<file path="config.mk">
export PLATFORM = sky130hd
export DESIGN_NAME = modem_line_unit
export DESIGN_NICKNAME = d
export VERILOG_FILES = /design/src/rtl/modem_pkg.sv /design/src/rtl/modem_pin_sync.sv /design/src/rtl/modem_delta_track.sv /design/src/rtl/modem_ctrl_reg.sv /design/src/rtl/modem_line_unit.sv
export SDC_FILE = /design/constraint.sdc
export NUM_CORES = 1
export LEC_CHECK = 0
export ABC_AREA = 1
export BUFFER_PORTS_ARGS = -buffer_cell sky130_fd_sc_hd__buf_2
export CAP_MARGIN = 20
export CORE_UTILIZATION = 25
export DETAILED_ROUTE_END_ITERATION = 7
export PLACE_DENSITY_LB_ADDON = 0.15
export SLEW_MARGIN = 40
export SYNTH_ARGS = -nofsm -noshare
export SYNTH_HDL_FRONTEND = slang
export SYNTH_HIERARCHICAL = 1
export SYNTH_SLANG_ARGS = --single-unit
</file>
<file path="constraint.sdc">
create_clock -name clk -period 2.1 [get_ports clk]
set_clock_uncertainty 0.2 [all_clocks]
set_input_delay 0.21 -clock clk [delete_from_list [all_inputs] [get_ports clk]]
set_output_delay 0.21 -clock clk [all_outputs]
set_load 0.01 [all_outputs]
</file>
<file path="src/rtl/modem_pkg.sv">
package modem_pkg;
  // status nibble positions (upper nibble = levels, lower = flags)
  localparam int ST_CTS = 0;
  localparam int ST_DSR = 1;
  localparam int ST_RI  = 2;
  localparam int ST_DCD = 3;
  // control bit positions
  localparam int CT_DTR  = 0;
  localparam int CT_RTS  = 1;
  localparam int CT_AUX1 = 2;
  localparam int CT_AUX2 = 3;
  localparam int CT_LOOP = 4;
  localparam int CTRL_W  = 5;
  localparam int LINES   = 4;
  localparam logic [LINES-1:0]  LVL_RST  = 4'b1011;
  localparam logic [CTRL_W-1:0] CTRL_RST = 5'b01000;
endpackage

</file>
<file path="src/rtl/modem_pin_sync.sv">
module modem_pin_sync #(
  parameter int W = 4,
  parameter int STAGES = 2,
  parameter logic [W-1:0] RST_VAL = '0
) (
  input  logic         clk,
  input  logic         rst,
  input  logic [W-1:0] d_i,
  output logic [W-1:0] q_o
);
  logic [W-1:0] chain [STAGES];

  generate
    for (genvar s = 0; s < STAGES; s++) begin : g_stage
      if (s == 0) begin : g_first
        always_ff @(posedge clk) begin
          if (rst) chain[s] <= RST_VAL;
          else     chain[s] <= d_i;
        end
      end else begin : g_rest
        always_ff @(posedge clk) begin
          if (rst) chain[s] <= RST_VAL;
          else     chain[s] <= chain[s-1];
        end
      end
    end
  endgenerate

  assign q_o = chain[STAGES-1];
endmodule

</file>
<file path="src/rtl/modem_delta_track.sv">
module modem_delta_track
  import modem_pkg::*;
(
  input  logic             clk,
  input  logic             rst,
  input  logic [LINES-1:0] line_i,
  input  logic             clr_i,
  output logic [LINES-1:0] lvl_o,
  output logic [LINES-1:0] flag_o,
  output logic [LINES-1:0] flag_nxt_o
);
  logic [LINES-1:0] lvl_q, flag_q, hit;

  always_comb begin
    hit = lvl_q ^ line_i;
    hit[ST_RI] = lvl_q[ST_RI] & ~line_i[ST_RI];
    flag_nxt_o = (clr_i ? '0 : flag_q) | hit;
  end

  always_ff @(posedge clk) begin
    if (rst) begin
      lvl_q  <= LVL_RST;
      flag_q <= '0;
    end else begin
      lvl_q  <= line_i;
      flag_q <= flag_nxt_o;
    end
  end

  assign lvl_o  = lvl_q;
  assign flag_o = flag_q;


  ri_fall_only_chk: assert property (@(posedge clk) disable iff (rst)
    $rose(flag_q[ST_RI]) |-> ($past(lvl_q[ST_RI]) && !lvl_q[ST_RI]));

  flag_sticky_chk: assert property (@(posedge clk) disable iff (rst)
    !clr_i |=> ((flag_q & $past(flag_q)) == $past(flag_q)));

  clear_on_read_chk: assert property (@(posedge clk) disable iff (rst)
    (clr_i && (line_i == lvl_q)) |=> (flag_q == '0));
endmodule

</file>
<file path="src/rtl/modem_ctrl_reg.sv">
module modem_ctrl_reg
  import modem_pkg::*;
(
  input  logic              clk,
  input  logic              rst,
  input  logic              we_i,
  input  logic [7:0]        wdata_i,
  output logic [CTRL_W-1:0] ctrl_o,
  output logic              rts_o,
  output logic              dtr_o,
  output logic              aux1_o,
  output logic              aux2_o
);
  logic [CTRL_W-1:0] ctrl_q, ctrl_nxt;

  assign ctrl_nxt = we_i ? wdata_i[CTRL_W-1:0] : ctrl_q;

  always_ff @(posedge clk) begin
    if (rst) begin
      ctrl_q <= CTRL_RST;
      rts_o  <= 1'b0;
      dtr_o  <= 1'b0;
      aux1_o <= CTRL_RST[CT_AUX1];
      aux2_o <= CTRL_RST[CT_AUX2];
    end else begin
      ctrl_q <= ctrl_nxt;
      rts_o  <= ctrl_nxt[CT_RTS] & ~ctrl_nxt[CT_LOOP];
      dtr_o  <= ctrl_nxt[CT_DTR] & ~ctrl_nxt[CT_LOOP];
      aux1_o <= ctrl_nxt[CT_AUX1];
      aux2_o <= ctrl_nxt[CT_AUX2];
    end
  end

  assign ctrl_o = ctrl_q;


  loop_quiet_chk: assert property (@(posedge clk) disable iff (rst)
    ctrl_q[CT_LOOP] |-> (!rts_o && !dtr_o));
endmodule

</file>
<file path="src/rtl/modem_line_unit.sv">
module modem_line_unit
  import modem_pkg::*;
#(
  parameter int ADDR_W = 3,
  parameter int CTRL_ADDR = 4,
  parameter int STAT_ADDR = 6,
  parameter int SYNC_STAGES = 2
) (
  input  logic              clk,
  input  logic              rst,
  input  logic              bus_wr,
  input  logic              bus_rd,
  input  logic [ADDR_W-1:0] bus_addr,
  input  logic [7:0]        bus_wdata,
  output logic [7:0]        bus_rdata,
  input  logic              msi_en,
  input  logic              pin_cts,
  input  logic              pin_dsr,
  input  logic              pin_dcd,
  input  logic              pin_ri,
  output logic              out_rts,
  output logic              out_dtr,
  output logic              out_aux1,
  output logic              out_aux2,
  output logic              irq_req
);
  localparam logic [ADDR_W-1:0] A_CTRL = ADDR_W'(CTRL_ADDR);
  localparam logic [ADDR_W-1:0] A_STAT = ADDR_W'(STAT_ADDR);

  logic [LINES-1:0]  raw, synced, lvl, flag, flag_nxt;
  logic [CTRL_W-1:0] ctrl;
  logic              sel_ctrl, sel_stat, loop_on, clr_flags;
  logic [7:0]        stat_view, loop_view, rd_mux;

  assign raw[ST_CTS] = pin_cts;
  assign raw[ST_DSR] = pin_dsr;
  assign raw[ST_RI]  = pin_ri;
  assign raw[ST_DCD] = pin_dcd;

  assign sel_ctrl  = (bus_addr == A_CTRL);
  assign sel_stat  = (bus_addr == A_STAT);
  assign loop_on   = ctrl[CT_LOOP];
  assign clr_flags = bus_rd & sel_stat & ~loop_on;

  modem_pin_sync #(.W(LINES), .STAGES(SYNC_STAGES), .RST_VAL(LVL_RST)) u_sync (
    .clk(clk), .rst(rst), .d_i(raw), .q_o(synced));

  modem_delta_track u_track (
    .clk(clk), .rst(rst), .line_i(synced), .clr_i(clr_flags),
    .lvl_o(lvl), .flag_o(flag), .flag_nxt_o(flag_nxt));

  modem_ctrl_reg u_ctrl (
    .clk(clk), .rst(rst), .we_i(bus_wr & sel_ctrl), .wdata_i(bus_wdata),
    .ctrl_o(ctrl), .rts_o(out_rts), .dtr_o(out_dtr),
    .aux1_o(out_aux1), .aux2_o(out_aux2));

  always_comb begin
    stat_view = {lvl, flag};
    loop_view = '0;
    loop_view[4 + ST_DCD] = ctrl[CT_AUX2];
    loop_view[4 + ST_RI]  = ctrl[CT_AUX1];
    loop_view[4 + ST_DSR] = ctrl[CT_DTR];
    loop_view[4 + ST_CTS] = ctrl[CT_RTS];
    if (sel_ctrl)      rd_mux = 8'(ctrl);
    else if (sel_stat) rd_mux = loop_on ? loop_view : stat_view;
    else               rd_mux = '0;
  end

  always_ff @(posedge clk) begin
    if (rst) begin
      bus_rdata <= '0;
      irq_req   <= 1'b0;
    end else begin
      if (bus_rd) bus_rdata <= rd_mux;
      irq_req <= msi_en & (|flag_nxt);
    end
  end


  irq_has_cause_chk: assert property (@(posedge clk) disable iff (rst)
    irq_req |-> (flag != '0));

  loop_read_chk: assert property (@(posedge clk) disable iff (rst)
    (bus_rd && sel_stat && loop_on) |=> (bus_rdata[3:0] == 4'h0));

  loop_keeps_flags_chk: assert property (@(posedge clk) disable iff (rst)
    (bus_rd && sel_stat && loop_on) |=> ((flag & $past(flag)) == $past(flag)));
endmodule

</file>
# ---- After elaboration in Yosys (flattened, before gate mapping)
# Memories as Yosys holds them, arrays and structs flattened.
# Cells that the tools add are included.
dict set report totals {
  mem_bits_rw 8
  ff_bits 26
  mem_count 1
  out_inout_bits 13
  wordCells 37
  inputBits 20
}
# memory words width read_ports rd_ports_with_merged_regs wr line_no
set memory_table {}
lappend memory_table {u_sync.chain 2 4 2 0 2 modem_pin_sync.sv:11} ;# logic [W-1:0] chain [STAGES];
dict set report op_classes {
  reduce_logical 1
  eq_ne 2
  muxes 10
  n_bitwise 14
}
# cell n
set op_table {}
lappend op_table {{2-to-1 mux 8 bit} 3}
lappend op_table {{2-to-1 mux 4 bit} 3}
lappend op_table {{AND 1 bit} 7}
lappend op_table {{equality test 3 bit (second input constant)} 2}
lappend op_table {{2-to-1 mux 5 bit} 1}
lappend op_table {{OR 4 bit} 1}
lappend op_table {{OR reduction 4 bit} 1}
lappend op_table {{XOR 4 bit} 1}
lappend op_table {{2-to-1 mux 1 bit} 3}
lappend op_table {{NOT 1 bit} 3}
lappend op_table {{OR 1 bit} 2}

# ---- Logic depth before layout (Yosys ltp)
dict set report depth {
  ltp_word 7
  mapped_depth 8
  depth_no_buf 8
}

# ---- Cells and area by module
# Netlist, hierarchy kept.
# mod n_inst seq_area_each_um2 cells_each area_per_inst_um2
set by_module_without_submodules {}
lappend by_module_without_submodules {modem_line_unit 1 180.2 84 561.8}
lappend by_module_without_submodules {modem_delta_track 1 160.2 43 319.1}
lappend by_module_without_submodules {modem_ctrl_reg 1 140.1 35 261.5}
lappend by_module_without_submodules {modem_pin_sync 1 160.2 25 224.0}

# ---- Worst setup path before layout
# No wires, ideal clock.
dict set report synth_timing {
  path_kind {register -> register}
  start {register u_ctrl.ctrl_q[4] (netlist: u_ctrl/ctrl_o[4])}
  end {register irq_req}
  stages_incl_launch_ff 8
  slack_ps 725
  required_time_ps 1779
  path_buffers 1
  arrival_time_ps 1054
  setup_time_ps 121
  period_less_slack_ps 1375
  cell_sequence {dfxtp_1 -> buf_6 -> nor2_1 -> inv_2 -> nand2_1 -> nand3_2 -> nor4_1 -> nor2_1}
}
dict set report synth_via {
  elab_chain_cells 6
}
# item line_no
set synth_lines {}
lappend synth_lines {{start, declared} modem_ctrl_reg.sv:14} ;# logic [CTRL_W-1:0] ctrl_q, ctrl_nxt;
lappend synth_lines {{start signal, assigned} modem_ctrl_reg.sv:26} ;# ctrl_q <= ctrl_nxt;
lappend synth_lines {{NOT 1 bit} modem_line_unit.sv:43} ;# assign clr_flags = bus_rd & sel_stat & ~loop_on;
lappend synth_lines {{AND 1 bit} modem_line_unit.sv:43}
lappend synth_lines {{net clr_flags} modem_line_unit.sv:32} ;# logic sel_ctrl, sel_stat, loop_on, clr_flags;
lappend synth_lines {{2-to-1 mux 4 bit} modem_delta_track.sv:17} ;# flag_nxt_o = (clr_i ? '0 : flag_q) | hit;
lappend synth_lines {{OR 4 bit} modem_delta_track.sv:17}
lappend synth_lines {{net flag_nxt[1]} modem_line_unit.sv:30} ;# logic [LINES-1:0] raw, synced, lvl, flag, flag_nxt;
lappend synth_lines {{OR reduction 4 bit} modem_line_unit.sv:75} ;# irq_req <= msi_en & (|flag_nxt);
lappend synth_lines {{AND 1 bit} modem_line_unit.sv:75}
lappend synth_lines {{end signal, assigned} modem_line_unit.sv:75}
lappend synth_lines {{end, declared} modem_line_unit.sv:25} ;# output logic irq_req
# The timed path passes the listed nets, and every way through them passes these cells.
# A chain may end at the register's enable or synchronous reset.

# ---- Worst setup path after layout
# Same ends and word-level chain as after synthesis.

==> flow_summary.yaml <==
run_status:
  status: "complete, no violations"
setup_path:
  rr_startpoint: "u_ctrl/ctrl_o[4]$_SDFF_PP0_"
  rrSetupSlack_ps: 650
  end_kind: "flop"
  critical_path.startpoint: "u_ctrl/ctrl_o[4]$_SDFF_PP0_"
  critPathBufInv: 1
  crit_end: "irq_req$_SDFF_PP0_"
  cp.depth: 6
  crit_chain: "nor2_1 -> inv_2 -> nand2_1 -> nand3_2 -> nor4_1 -> nor2_1"
  crit_family: "simple AND/OR/NAND/NOR gates"
  worstReg2RegEnd: "irq_req$_SDFF_PP0_"
  worst_setup_path_start_kind: "flop"
  critPathMaxStageDelay_ps: 390
  crit_type: "reg -> reg"
  arrival_ps: 1410
  path_max_fanout: 5
  cpMostUsedCell: "nor2_1"
  worstPathRequired_ps: 2060
  cpMaxStageDelayCell: "dfxtp_1"
  r2r_cells: 6
worst_hold_path:
  hold_class: "in -> reg"
timing:
  slew_headroom_pct: 78.3
  fin_crit_ps: 1450
  holdWs_ps: 11.7
  worst_pin_slew_ps: 325
  final_max_slew_viol_count: 0
  tns_ps: 0
  clock.fmax_ghz: 0.689
  fin_crit_sh_pct: 69.1
  setup_viol: 0
  rsz0062_at_grt: "false"
  hold_viol: 0
global_routing:
  grt_max_degree: 15
  grt_overflow: 0
  grt_pass1_vias: 982
  grt_pass1_wl_um: 4490
  antenna_found_initial: 0
  grt_usage_pct: 10.1
route:
  drc: 0
  vias_per_cell: 3.78
  drt_iter0_markers: 43
  postRouteAntennaNets: 0
  drt_wl_total_um: 2710
  post_drt_wl_per_cell_um: 9.12
  vias: 1123
  dr.pass1.iters: 4
cts:
  clockBufferDepth: 2
  clk_latency_ps: 280
  cts.sinks: 32
  path_clk_slew_ps: 60
  holdBufCountCts: 7
  h-tree-depth: 2
  post_cts_buffers: 0
  cts_tree: "yes"
  cts_buffers: 5
  cts-root-buf: "clkbuf_8"
  post_cts_resized: 0
run:
  drv_cap: 0
yosys:
  ys_warn_count: 6
  avgSynthCellArea_um2: 7.31
  synth_async_sr_flop_share_pct: 0
  ys_seq_area_share_pct: 46.9
  yosysTopAreaCell: "dfxtp_1"
  netlist.area_leader.share_pct: 46.9
  ys.flop_type: "dfxtp_1"
  netlist_instances: 187
  synth.top_cells.by_count: "54 x nand2_1, 35 x inv_1, 32 x dfxtp_1"
  ys_ff_latch: 32
  syn_nets: 207
  ys_types: 20
  synth_area_mm2: 0.00137
  yosysMostFrequentCell: "nand2_1"
  synthTopCellsByArea: "dfxtp_1 47%, nand2_1 15%, inv_1 9.6%, nand3_1 4.4%, nor2_1 4.4%"
  synth-edff-count: 0
floorplanning:
  fp.dieH_um: 75.9
  dieArea_mm2: 0.00576
  coreArea_mm2: 0.00517
  rows: 26
  initial_core_util_pct: 26.4
  io_pins: 33
  fp.dieW_um: 75.9
pwr:
  power_leakage_nw: 0.982
  power_density_mw_per_mm2: 770
  max-vdd-ir-drop_uv: 373
layout:
  nNetsFinal: 246
  n_antenna_cell: 0
  n_fill_cell: 594
  area_growth_pct: 27.0
  drive_gt1_share_pct: 25.6
place:
  port_buffers: 29
  hpwl_um: 2030
  gp_congestion: 0.710
metal layers:
metal  wire [µm]  vias to the layer above  GRT usage [%]
met5           0                        -              0
met4          42                        0           5.19
met3         159                        4           3.61
met2        1070                       28           14.1
met1        1440                      458           13.6
li1            -                      633              -
tightest hold or removal path, delay by kind of cell:
kind / cells / cell delay (ps)
compound gates: 1 / 60
simple gates: 1 / 70
buf+inv: 1 / 100
cells in the final DEF (no fill, tap or decap):
| cell type | instances |
|---|---|
| a21oi_1 | 5 |
| and2_4 | 1 |
| and3_1 | 1 |
| buf_2 | 29 |
| buf_4 | 1 |
| bufinv_16 | 1 |
| clkbuf_1 | 1 |
| clkbuf_8 | 5 |
| clkinv_2 | 1 |
| dfxtp_1 | 32 |
| dlygate4sd3_1 | 7 |
| inv_1 | 35 |
| inv_2 | 5 |
| inv_6 | 1 |
| nand2_1 | 54 |
| nand2_2 | 7 |
| nand3_1 | 12 |
| nand3_2 | 3 |
| nand4_1 | 4 |
| nand4_4 | 1 |
| nor2_1 | 16 |
| nor2_2 | 2 |
| nor2_4 | 1 |
| nor4_1 | 1 |
| o21ai_0 | 1 |
power by group:
group | total (W) | internal, W | switching, W
clock | 0.000576 | 0.000352 | 0.000224
combinational | 0.000117 | 0.0000503 | 0.0000666
sequential | 0.000642 | 0.000630 | 0.0000124
total | 0.00134 | 0.00103 | 0.000303
through the flow:
step | setup WS, ps | instance area (µm²) | utilization (%) | cells | total power, W
6_report | 649 | 1740 | 33.6 | 297 | 0.00134
5_1_grt | 540 | 1740 | 33.6 | 297 | 0.00140
4_1_cts | 630 | 1740 | 33.6 | 297 | 0.00136
3_5_place_dp | 470 | 1560 | 30.1 | 282 | 0.000765
3_3_place_gp | 463 | 1560 | 30.1 | 282 | 0.000765
2_1_floorplan | 725 | 1370 | - | 187 | 0.000727
area by class of cell:
type | count | area, µm² | share of cell area [%]
inverters | 41 | 159 | 9.16
clock buffers | 6 | 72.6 | 4.18
well taps | 70 | 87.6 | 5.05
flip-flops and latches | 32 | 641 | 36.9
multi-input cells | 109 | 518 | 29.8
repair buffers | 37 | 223 | 12.8
clock inverters | 2 | 35.0 | 2.02
cells by family after synthesis:
family,count (synthesis),share of synthesized area (%)
flip-flops,32,46.9
AO/OA/AOI/OAI,6,2.20
buffers and inverters,46,15.2
AND/OR/NAND/NOR,103,35.7
how the worst min path moves through the flow:
stage	from	to	slack, ps	cells past startpoint
final	bus_wdata[4]	u_ctrl/ctrl_o[4]$_SDFF_PP0_	10	3
after global routing	bus_wdata[4]	u_ctrl/ctrl_o[4]$_SDFF_PP0_	20	3
after CTS	bus_wdata[4]	u_ctrl/ctrl_o[4]$_SDFF_PP0_	8	3
after detailed placement	pin_dcd	u_sync/chain[0][3]$_SDFF_PP1_	190	3
after global placement	pin_dsr	u_sync/chain[0][1]$_SDFF_PP1_	190	3
after floorplan	rst	bus_rdata[5]$_SDFFE_PP0P_	80	1
sequential cells by signal, summed over array words and instances (netlist names):
name            cells
bus_rdata           8
irq_req             1
u_ctrl/ctrl_o       5
u_ctrl/dtr_o        1
u_ctrl/rts_o        1
u_sync/chain        8
u_track/flag_o      4
u_track/lvl_o       4
Power figures use the tool's default switching activity.
